[src/rtl/pll_csr_pkg.sv]
// Package: bit positions and the control field type of the PLL register.
// Assumes a 32-bit register image.
package pll_csr_pkg;
    localparam int REG_W  = 32;
    localparam int B_EN   = 0;
    localparam int B_STEN = 1;
    localparam int B_CM   = 16;
    localparam int B_CMRE = 17;
    localparam int B_LK   = 23;
    localparam int B_VLD  = 24;
    localparam int B_ERR  = 26;

    typedef struct packed {
        logic lk;
        logic cmre;
        logic cm;
        logic sten;
        logic en;
    } pll_ctrl_t;
endpackage

[src/rtl/pll_lock_qual.sv]
// Module: turns the raw lock level into a valid flag. The flag needs
// SAMPLES consecutive locked strobes. Assumes enable_i is already
// masked by a reference failure; when enable_i drops, the flag clears
// in the same cycle.
module pll_lock_qual #(
    parameter int SAMPLES = 3
) (
    input  logic clk,
    input  logic rst_n,
    input  logic enable_i,
    input  logic strobe_i,
    input  logic lock_i,
    output logic valid_o
);
    localparam int CW = $clog2(SAMPLES + 1);
    localparam logic [CW-1:0] LAST = CW'(SAMPLES - 1);

    logic [CW-1:0] cnt_q;
    logic          vld_q;

    // Count consecutive locked samples and latch the valid flag.
    always_ff @(posedge clk) begin
        if (!rst_n || !enable_i) begin
            cnt_q <= '0;
            vld_q <= 1'b0;
        end else if (strobe_i) begin
            if (!lock_i) begin
                cnt_q <= '0;
            end else if (cnt_q != CW'(SAMPLES)) begin
                cnt_q <= cnt_q + 1'b1;
            end
            if (lock_i && cnt_q == LAST) begin
                vld_q <= 1'b1;
            end
        end
    end

    assign valid_o = vld_q & enable_i;
endmodule

[src/rtl/pll_clk_mon.sv]
// Module: the clock monitor. It arms on enable plus valid, it is held
// off by low-power modes until valid rises again, and it keeps a sticky
// error flag that drives either an interrupt or a reset request.
module pll_clk_mon (
    input  logic clk,
    input  logic rst_n,
    input  logic mon_en_i,
    input  logic rst_sel_i,
    input  logic valid_i,
    input  logic lp_off_i,
    input  logic fault_i,
    input  logic clr_i,
    output logic err_o,
    output logic irq_o,
    output logic rst_req_o
);
    logic blocked_q;
    logic vld_d_q;
    logic err_q;
    logic armed;

    // Remember the previous valid level to detect a new lock.
    always_ff @(posedge clk) begin
        if (!rst_n) vld_d_q <= 1'b0;
        else        vld_d_q <= valid_i;
    end

    // Block the monitor from low-power entry until valid rises again.
    always_ff @(posedge clk) begin
        if (!rst_n)                    blocked_q <= 1'b0;
        else if (lp_off_i)             blocked_q <= 1'b1;
        else if (valid_i && !vld_d_q)  blocked_q <= 1'b0;
    end

    assign armed = mon_en_i & valid_i & ~blocked_q & ~lp_off_i;

    // Sticky error: a clear ends it, and a new fault is accepted only
    // while the flag is empty.
    always_ff @(posedge clk) begin
        if (!rst_n)     err_q <= 1'b0;
        else if (err_q) err_q <= ~clr_i;
        else            err_q <= armed & fault_i;
    end

    assign err_o     = err_q;
    assign irq_o     = err_q & ~rst_sel_i;
    assign rst_req_o = err_q &  rst_sel_i;
endmodule

[src/rtl/pll_ctrl_reg.sv]
// Module: top of the PLL control and status register. It holds the
// control fields and the write lock, builds the read image and joins the
// lock qualifier with the clock monitor. Writes land at the next clock edge.
module pll_ctrl_reg
    import pll_csr_pkg::*;
#(
    parameter int LOCK_SAMPLES = 3
) (
    input  logic             clk,
    input  logic             rst_n,
    input  logic             wr_en,
    input  logic [REG_W-1:0] wr_data,
    output logic [REG_W-1:0] rd_data,
    input  logic             lock_strobe,
    input  logic             lock_raw,
    input  logic             ref_is_osc,
    input  logic             osc_err,
    input  logic             clk_fault,
    input  logic             lp_mon_off,
    input  logic             stop_mode,
    output logic             pll_en_out,
    output logic             mon_irq,
    output logic             mon_rst_req
);
    pll_ctrl_t ctl_q;
    logic      ref_fail;
    logic      qual_en;
    logic      valid;
    logic      err;
    logic      err_clr;
    logic      wr_unused;

    assign wr_unused = ^{wr_data[31:27], wr_data[25:24], wr_data[22:18], wr_data[15:2]};

    // Control fields: the lock bit is always writable, the rest only when unlocked.
    always_ff @(posedge clk) begin
        if (!rst_n) begin
            ctl_q <= '0;
        end else if (wr_en) begin
            ctl_q.lk <= wr_data[B_LK];
            if (!ctl_q.lk) begin
                ctl_q.en   <= wr_data[B_EN];
                ctl_q.sten <= wr_data[B_STEN];
                ctl_q.cm   <= wr_data[B_CM];
                ctl_q.cmre <= wr_data[B_CMRE];
            end
        end
    end

    assign ref_fail = ref_is_osc & osc_err;
    assign qual_en  = ctl_q.en & ~ref_fail;
    assign err_clr  = wr_en & wr_data[B_ERR];

    pll_lock_qual #(.SAMPLES(LOCK_SAMPLES)) u_qual (
        .clk      (clk),
        .rst_n    (rst_n),
        .enable_i (qual_en),
        .strobe_i (lock_strobe),
        .lock_i   (lock_raw),
        .valid_o  (valid)
    );

    pll_clk_mon u_mon (
        .clk       (clk),
        .rst_n     (rst_n),
        .mon_en_i  (ctl_q.cm),
        .rst_sel_i (ctl_q.cmre),
        .valid_i   (valid),
        .lp_off_i  (lp_mon_off),
        .fault_i   (clk_fault),
        .clr_i     (err_clr),
        .err_o     (err),
        .irq_o     (mon_irq),
        .rst_req_o (mon_rst_req)
    );

    // Build the read image; all unassigned bits stay zero.
    always_comb begin
        rd_data         = '0;
        rd_data[B_EN]   = ctl_q.en;
        rd_data[B_STEN] = ctl_q.sten;
        rd_data[B_CM]   = ctl_q.cm;
        rd_data[B_CMRE] = ctl_q.cmre;
        rd_data[B_LK]   = ctl_q.lk;
        rd_data[B_VLD]  = valid;
        rd_data[B_ERR]  = err;
    end

    assign pll_en_out = ctl_q.en & (~stop_mode | ctl_q.sten);
endmodule

[config.mk]
export PLATFORM = sky130hd
export DESIGN_NAME = pll_ctrl_reg
export DESIGN_NICKNAME = d
export VERILOG_FILES = /design/src/rtl/pll_csr_pkg.sv /design/src/rtl/pll_lock_qual.sv /design/src/rtl/pll_clk_mon.sv /design/src/rtl/pll_ctrl_reg.sv
export SDC_FILE = /design/constraint.sdc
export NUM_CORES = 1
export LEC_CHECK = 0
export BUFFER_PORTS_ARGS = -buffer_cell sky130_fd_sc_hd__buf_2
export CORE_UTILIZATION = 36
export CTS_CLUSTER_DIAMETER = 50
export CTS_CLUSTER_SIZE = 8
export DETAILED_ROUTE_END_ITERATION = 7
export HOLD_SLACK_MARGIN = 0.06
export PLACE_DENSITY = 0.93
export SETUP_SLACK_MARGIN = 0.3
export SLEW_MARGIN = 20
export SYNTH_ARGS = -nofsm -noshare
export SYNTH_HDL_FRONTEND = slang
export SYNTH_SLANG_ARGS = --single-unit
[constraint.sdc]
create_clock -name clk -period 2.2 [get_ports clk]
set_clock_uncertainty 0.05 [all_clocks]
set_input_delay 0.44 -clock clk [delete_from_list [all_inputs] [get_ports clk]]
set_output_delay 0.44 -clock clk [all_outputs]
set_load 0.1 [all_outputs]
Word-level counts from Yosys, hierarchy flattened
Cells that the tools add are included.
- flip-flop bits (word level): 11
- latch bits: 0
- RAM bits: 0
- bits in read-only memories: 0
- bits of input ports: 42
- output and inout bits: 35
- word-level logic and storage cells: 48
- memories kept: 0
- add/sub/neg operators: 1
- multiply operators: 0
- div/mod/pow operators: 0
- $lt $le $gt $ge: 0
- equal/unequal tests: 3
- shift-type cells: 0
- muxes and demuxes: 5
- bitwise operators: 19
- reductions and logical operators: 10
- operators by type and width (kind ; count):
    $and A1 B1 Y1 ; 11
    $not A1 Y1 ; 7
    $reduce_and A2 Y1 ; 3
    $mux W2 ; 2
    $logic_not A1 Y1 ; 3
    $mux W1 ; 3
    $add A2 B1 Y2 const B ; 1
    $eq A2 B2 Y1 const B ; 1
    $logic_and A1 B1 Y1 ; 2
    $ne A2 B1 Y1 const B ; 1
    $ne A2 B2 Y1 const B ; 1
    $reduce_bool A2 Y1 ; 1
    $logic_or A1 B1 Y1 ; 1
    $or A1 B1 Y1 ; 1

Depth between registers and ports, before layout
Gate-level depths: netlist (run 1).
- word-level depth: 9
- depth in mapped cells: 4
- gate-level depth less buffers: 4

Hierarchy
From an unflattened synthesis (run 1), not the netlist that was laid out.
- cell total of the unflattened synthesis: 84
- area total of the unflattened synthesis: 739.5 µm²
- by module, submodules not included (module ; instances ; cells each ; area each (µm²)):
    pll_ctrl_reg ; 1 ; 54 ; 447.9
    pll_lock_qual ; 1 ; 17 ; 167.7
    pll_clk_mon ; 1 ; 13 ; 123.9

Least setup slack after synthesis (run 1)
Ideal clock, no wire load.
- kind: reg2out
- start point: reg ctl_q, in the netlist rd_data[0]
- end point: out pll_en_out
- arrival: 3.252 ns
- data required time: 1.710 ns
- path slack: -1.542 ns
- cell stages (with the launch flop): 2
- buffers on the path: 0
- cell sequence: dfxtp_1 a21boi_0
- longest elaborated chain between the ends: 1
- ends and longest elaborated chain (item ; RTL line ; source):
    start, declared ; pll_ctrl_reg.sv:25 ; pll_ctrl_t ctl_q;
    $and A1 B1 Y1 ; pll_ctrl_reg.sv:89 ; assign pll_en_out = ctl_q.en & (~stop_mode | ctl_q.sten);
    end, declared ; pll_ctrl_reg.sv:21 ; output logic pll_en_out,
No other way between the ends.

Worst setup path after layout (run 1)
- start point: reg ctl_q, in the netlist rd_data[0]
- end point: out rd_data[24]
- longest elaborated chain between the ends: 2
- ends and longest elaborated chain (item ; RTL line ; source):
    $and A1 B1 Y1 ; pll_ctrl_reg.sv:51 ; assign qual_en = ctl_q.en & ~ref_fail;
    $and A1 B1 Y1 ; pll_lock_qual.sv:38 ; assign valid_o = vld_q & enable_i;
    end, declared ; pll_ctrl_reg.sv:13 ; output logic [REG_W-1:0] rd_data,
No other way between the ends.

==> results.ini, run 1 <==
[run_status]
outcome = finished clean

[run]
maxCapViolations = 0

[cells_and_area]
post_route_cells_drive_above_1_share = 0.327
multi_input_area_um2 = 365
num-fill-cells = 193
area_growth_pct = 8.36
fin_area_um2 = 778
regArea_um2 = 223
fin_nets = 149
antenna_cells = 0

[floorplan]
start_util = 0.399
die_w_um = 46.7
rows = 15
boundaryPins = 77
fp.coreArea_mm2 = 0.00180
dieArea_mm2 = 0.00218
die_h_um = 46.7

[sta]
setup_slack_ns = 0.434
min_period_over_period = 0.803
rsz0062_at_grt = false
fin_setup_tns_ns = 0
timing.fmax_mhz = 566
hold_viol_final = 0
finalSetupViolCount = 0
final_max_slew_viol_count = 0
fin_crit_ns = 1.77

[worst_hold_path]
hp-class = in2reg

[global_routing]
antenna_found_initial = 0
met1_usage = 0.101
grt_pass1_wl_um = 1710
grt_pass1_vias = 446
grt_use_met3 = 0.0392
top_usage_layer = met2
grtUsageTotal = 0.114
gr-usage-met2 = 0.231
gr-total-overflow = 0
grt_max_degree = 11

[clock_tree]
ctsResizeCount = 0
tritoncts = yes
root_buffer = clkbuf_4
clock_latency_ns = 0.26
ctsHoldBuffers = 0
cts_setup_buffers = 0
htree_levels = 1
cts_made_buffers = 3
cts_max_path_buffers = 2
cts_sinks = 11
clk_pin_slew_worst_paths_ns = 0.07

[synthesis]
synth_seq_cells = 11
synthAdderAreaFrac = 0.0348
synth_simple_gate_area_frac = 0.179
synth.distinct_cells = 22
ys_seq_area_frac = 0.307
syn_inst = 81
synth_area_per_cell_um2 = 8.87
yosysWarnings = 0
synth_compound_area_frac = 0.0749
synth_top_family_by_area = buffers and inverters
synth_xor_area_frac = 0
synthesis.area_um2 = 718
synthMuxAreaShare = 0.0697

[placement]
dp_hpwl_um = 971
port_buffers = 25
gp_congestion = 0.647
placed_cell_area_um2 = 752
dp_slack_ns = 0.424

[routing]
wl_per_cell_um = 9.00
ant_nets = 0
drc = 0
vias = 527
wl_um = 1160
dr.pass1.iters = 4
viasPerCell = 4.09
drt-initial-drc-count = 5

[pwr]
leakage_nw = 0.422
total_power_mw = 0.629
power_density_mw_per_mm2 = 808
vdd_drop_max_v = 0.000305

[critical_path]
cp-start-kind = register
cp-end-kind = output port
cp_max_fo = 5
required_ns = 1.71
arrival_ns = 1.28
crit_type = reg2out

## worst max-delay path: stages, from the launching register on
cell     delay (ns)
dfxtp_2        0.35
and3_1         0.22
buf_2          0.45
## cell usage in the layout, fill, tap and decap left out, types with 2 or more instances in the layout
cell type / count
ha_1: 2
and2_1: 2
buf_2: 25
dfxtp_2: 2
and3_1: 2
inv_1: 2
mux2i_1: 5
dfxtp_1: 9
clkbuf_4: 3
conb_1: 25
nor2_1: 2
or3_1: 2
nand2_1: 5
a21oi_1: 3
nor2b_1: 5
## metal layers
layer | vias up | share of wire
met5 | - | 0
met4 | 0 | 0
met3 | 0 | 0.066
met2 | 28 | 0.56
met1 | 244 | 0.37
li1 | 255 | -
## where the power goes
| group | total (mW) | switching, mW | internal [mW] |
|---|---|---|---|
| sequential | 0.213 | 0.00603 | 0.207 |
| combinational | 0.281 | 0.253 | 0.0285 |
| clock | 0.135 | 0.0645 | 0.0700 |
| total | 0.629 | 0.323 | 0.305 |
## final timing paths
| check | start | endpoint | slack [ns] | cells past startpoint |
|---|---|---|---|---|
| hold reg to reg | u_qual.vld_q | u_qual.vld_q | 0.42 | 2 |
| setup reg to reg | u_qual.cnt_q[0] | u_qual.cnt_q[1] | 0.86 | 4 |
| hold / removal | clk_fault | u_mon.err_o | 0.37 | 2 |
| setup / recovery | rd_data[0] | rd_data[24] | 0.43 | 2 |
## through the flow
step / hold slack [ns] / util / cells
2_1_floorplan: 0.379 / - / 105
3_3_place_gp: 0.400 / 0.417 / 125
3_5_place_dp: 0.408 / 0.417 / 125
4_1_cts: 0.367 / 0.432 / 129
5_1_grt: 0.362 / 0.432 / 129
6_report: 0.374 / 0.432 / 129
## kinds of logic after synthesis
family                   after synthesis
other                                  1
multiplexers                           5
flip-flops                            11
AND/OR/NAND/NOR                       22
buffers and inverters                 32
AO/OA/AOI/OAI                          8
adder cells (fa/ha/maj)                2
## registers in the layout (all words and copies together), names as in the netlist
register,cells
u_qual.vld_q,1
rd_data,5
u_mon.blocked_q,1
u_mon.err_o,1
u_mon.vld_d_q,1
u_qual.cnt_q,2
## cell type report
cell class | instances | share of cell area
inverters | 2 | 0.00965
repair buffers | 25 | 0.161
flip-flops and latches | 11 | 0.286
well taps | 25 | 0.0402
multi-input cells | 62 | 0.469
clock buffers | 4 | 0.0338
## cells in the mapped netlist, drive strengths merged
cell type,count,area share
a21bo,1,0.014
a21boi,1,0.010
a21oi,3,0.021
a31oi,1,0.0087
a41o,1,0.014
and2,2,0.017
and3,2,0.017
buf,30,0.32
conb,1,0.0052
dfxtp,11,0.31
ha,2,0.035
inv,2,0.010
mux2i,5,0.070
nand2,5,0.026
nand3,1,0.0070
nor2,2,0.010
nor2b,7,0.071
nor4b,1,0.012
o21ai,1,0.0070
or3,2,0.017
No activity file was read; power rests on OpenSTA's default activity.
==> run 2: changes to the inputs <==
Settings changed: CORE_UTILIZATION 36 to 30, PLACE_DENSITY 0.93 to 0.84.
Clock period 2.2 ns to 1.6 ns, I/O delays scaled along.
==> run 2 against run 1 <==
Effect of this change:
- sequential share of layout area shrank 3.1 points
- clock-buffer cell count is the same
- first-iteration DRC count shrank 40%
- utilization shrank 2.0 points
- global-route usage shrank 0.37 points
- largest cell class unchanged
==> results.ini, run 2 (synthesis gave the netlist of run 1 again) <==
[cells_and_area]
fin_nets = 151  ; was 149
area_growth_pct = 28.2  ; was 8.36%
post_route_cells_drive_above_1_share = 0.406  ; was 0.327
final_util = 0.412  ; was 0.432
fin_cells = 134  ; was 129
antenna_cells = 0  ; unchanged
layout_common_cells = conb_1, buf_2  ; was conb_1, buf_2, dfxtp_1
layout_commonest_cell = conb_1
largest_reg_flops = 5  ; unchanged

[clock_tree]
htree_levels = 1  ; unchanged
ctsHoldBuffers = 0  ; unchanged
cts_sinks = 11  ; unchanged
tritoncts = yes  ; unchanged
clk_pin_slew_worst_paths_ns = 0.07  ; about the same
cts_made_buffers = 3  ; unchanged
cts_max_path_buffers = 2  ; unchanged
root_buffer = clkbuf_4  ; unchanged
clock_latency_ns = 0.27  ; was 0.26 ns

[critical_path]
cp_slowest_cell = dfxtp_4  ; was buf_2
path_buf_inv = 1  ; unchanged
ff2ff_path_depth = 4  ; unchanged
cp_cell_sequence = a21boi_4 > buf_12  ; was and3_1 > buf_2
cp-end-kind = output port  ; unchanged
required_ns = 1.23  ; was 1.71 ns
arrival_ns = 1.03  ; was 1.28 ns
cp_max_fo = 5  ; unchanged
rr_endpoint = u_qual.cnt_q[1]  ; unchanged
reg2reg_from = u_qual.cnt_q[0]  ; unchanged
crit_type = reg2out  ; unchanged
crit_family = flip-flops  ; was buffers and inverters
cp.depth = 2  ; unchanged
cpPeakStageDelay_ns = 0.37  ; was 0.45 ns
r2r_slack_ns = 0.34  ; was 0.86 ns
cp-start-kind = register  ; unchanged

[worst_hold_path]
hold_end = u_mon.err_o  ; unchanged
hp-class = in2reg  ; unchanged
worstHoldStart = clk_fault  ; unchanged
min_path_cells = 2  ; unchanged

[routing]
drc = 0  ; unchanged
dr.pass1.iters = 4  ; unchanged
ant_nets = 0  ; unchanged
vias = 531  ; was 527
viasPerCell = 3.96  ; was 4.09
wl_um = 1270  ; was 1160 µm
wl_per_cell_um = 9.49  ; was 9.00 µm
drt-initial-drc-count = 3  ; was 5

[global_routing]
grt_max_degree = 11  ; unchanged
antenna_found_initial = 0  ; unchanged
grt_pass1_vias = 482  ; was 446
grt_pass1_wl_um = 2040  ; was 1710 µm
gr-total-overflow = 0  ; unchanged
grtUsageTotal = 0.111  ; was 0.114

[sta]
min_period_over_period = 0.872
finalSetupViolCount = 0  ; unchanged
fin_setup_tns_ns = 0  ; unchanged
rsz0062_at_grt = true  ; was false
final_max_slew_viol_count = 0  ; unchanged
timing.fmax_mhz = 716
hold_viol_final = 0  ; unchanged
fin_crit_ns = 1.40

[run]
maxCapViolations = 0  ; unchanged

[pwr]
power_density_mw_per_mm2 = 957  ; was 808 mW/mm²
total_power_mw = 0.881  ; was 0.629 mW
vdd_drop_max_v = 0.000446  ; was 0.000305 V
leakage_nw = 0.452  ; was 0.422 nW

[placement]
gp_congestion = 0.621  ; was 0.647
dp_hpwl_um = 1050  ; was 971 µm
port_buffers = 25  ; unchanged
dp.cells = 128  ; was 125

[floorplan]
fp.coreArea_mm2 = 0.00223  ; was 0.00180 mm²
start_util = 0.322  ; was 0.399
die_w_um = 50.9  ; was 46.7 µm
boundaryPins = 77  ; unchanged
rows = 17  ; was 15
die_h_um = 50.9  ; was 46.7 µm
dieArea_mm2 = 0.00259  ; was 0.00218 mm²

[run_status]
outcome = finished clean  ; unchanged

==> run 2: cell count changes in the layout (fill, tap and decap cells not counted), sizes merged <==
cell and delta:
buf +2
==> run 2: final cells by class <==
type | count | area, µm²
well taps | 28 | 35.0
clock buffers | 4 | 26.3
flip-flops and latches | 11 | 235
fillers | 231 | 1310
inverters | 2 | 7.51
repair buffers | 27 | 239
multi-input cells | 62 | 378
==> run 2: where the power goes <==
part | switching (mW) | leakage (nW) | total (mW) | internal [mW]
Sequential | 0.0120 | 0.0933 | 0.295 | 0.283
Clock | 0.0875 | 0.0150 | 0.184 | 0.0965
Combinational | 0.349 | 0.344 | 0.403 | 0.0533
Total | 0.449 | 0.452 | 0.881 | 0.432
==> run 2: layer usage <==
metal	track usage	vias up	wire length, µm
met5	0	-	0
met1	0.101	230	470
li1	-	264	-
met2	0.208	35	675
met4	0.0417	0	14
met3	0.0536	2	109
==> run 2: per-stage QoR <==
step | cell area [µm²] | worst slack [ns] | hold WS [ns]
2_1_floorplan | 845 | 0.0424 | 0.379
4_1_cts | 905 | 0.184 | 0.227
6_report | 921 | 0.204 | 0.238
5_1_grt | 921 | 0.164 | 0.225
3_3_place_gp | 828 | 0.251 | 0.396
3_5_place_dp | 828 | 0.216 | 0.408
==> run 2: worst reg2reg max path, stage by stage (launching register included) <==
cell and delay (ns):
dfxtp_2 0.35, inv_1 0.05, ha_1 0.27, or3_1 0.32, a21oi_1 0.16
==> run 2: worst max path at each step <==
stage | from | slack [ns] | end
after global placement | ref_is_osc | 0.25 | rd_data[24]
after detailed placement | osc_err | 0.22 | rd_data[24]
final | rd_data[0] | 0.20 | pll_en_out
after global routing | rd_data[0] | 0.16 | pll_en_out
after floorplan | rd_data[0] | 0.04 | pll_en_out
after CTS | rd_data[0] | 0.18 | pll_en_out
==> run 2: timing repair <==
item	4_1_cts	5_1_grt
cloned	0	0
endpoints found under the setup margin	11	10
gates resized for setup	15	4
pin swaps	1	3
setup buffers	2	0
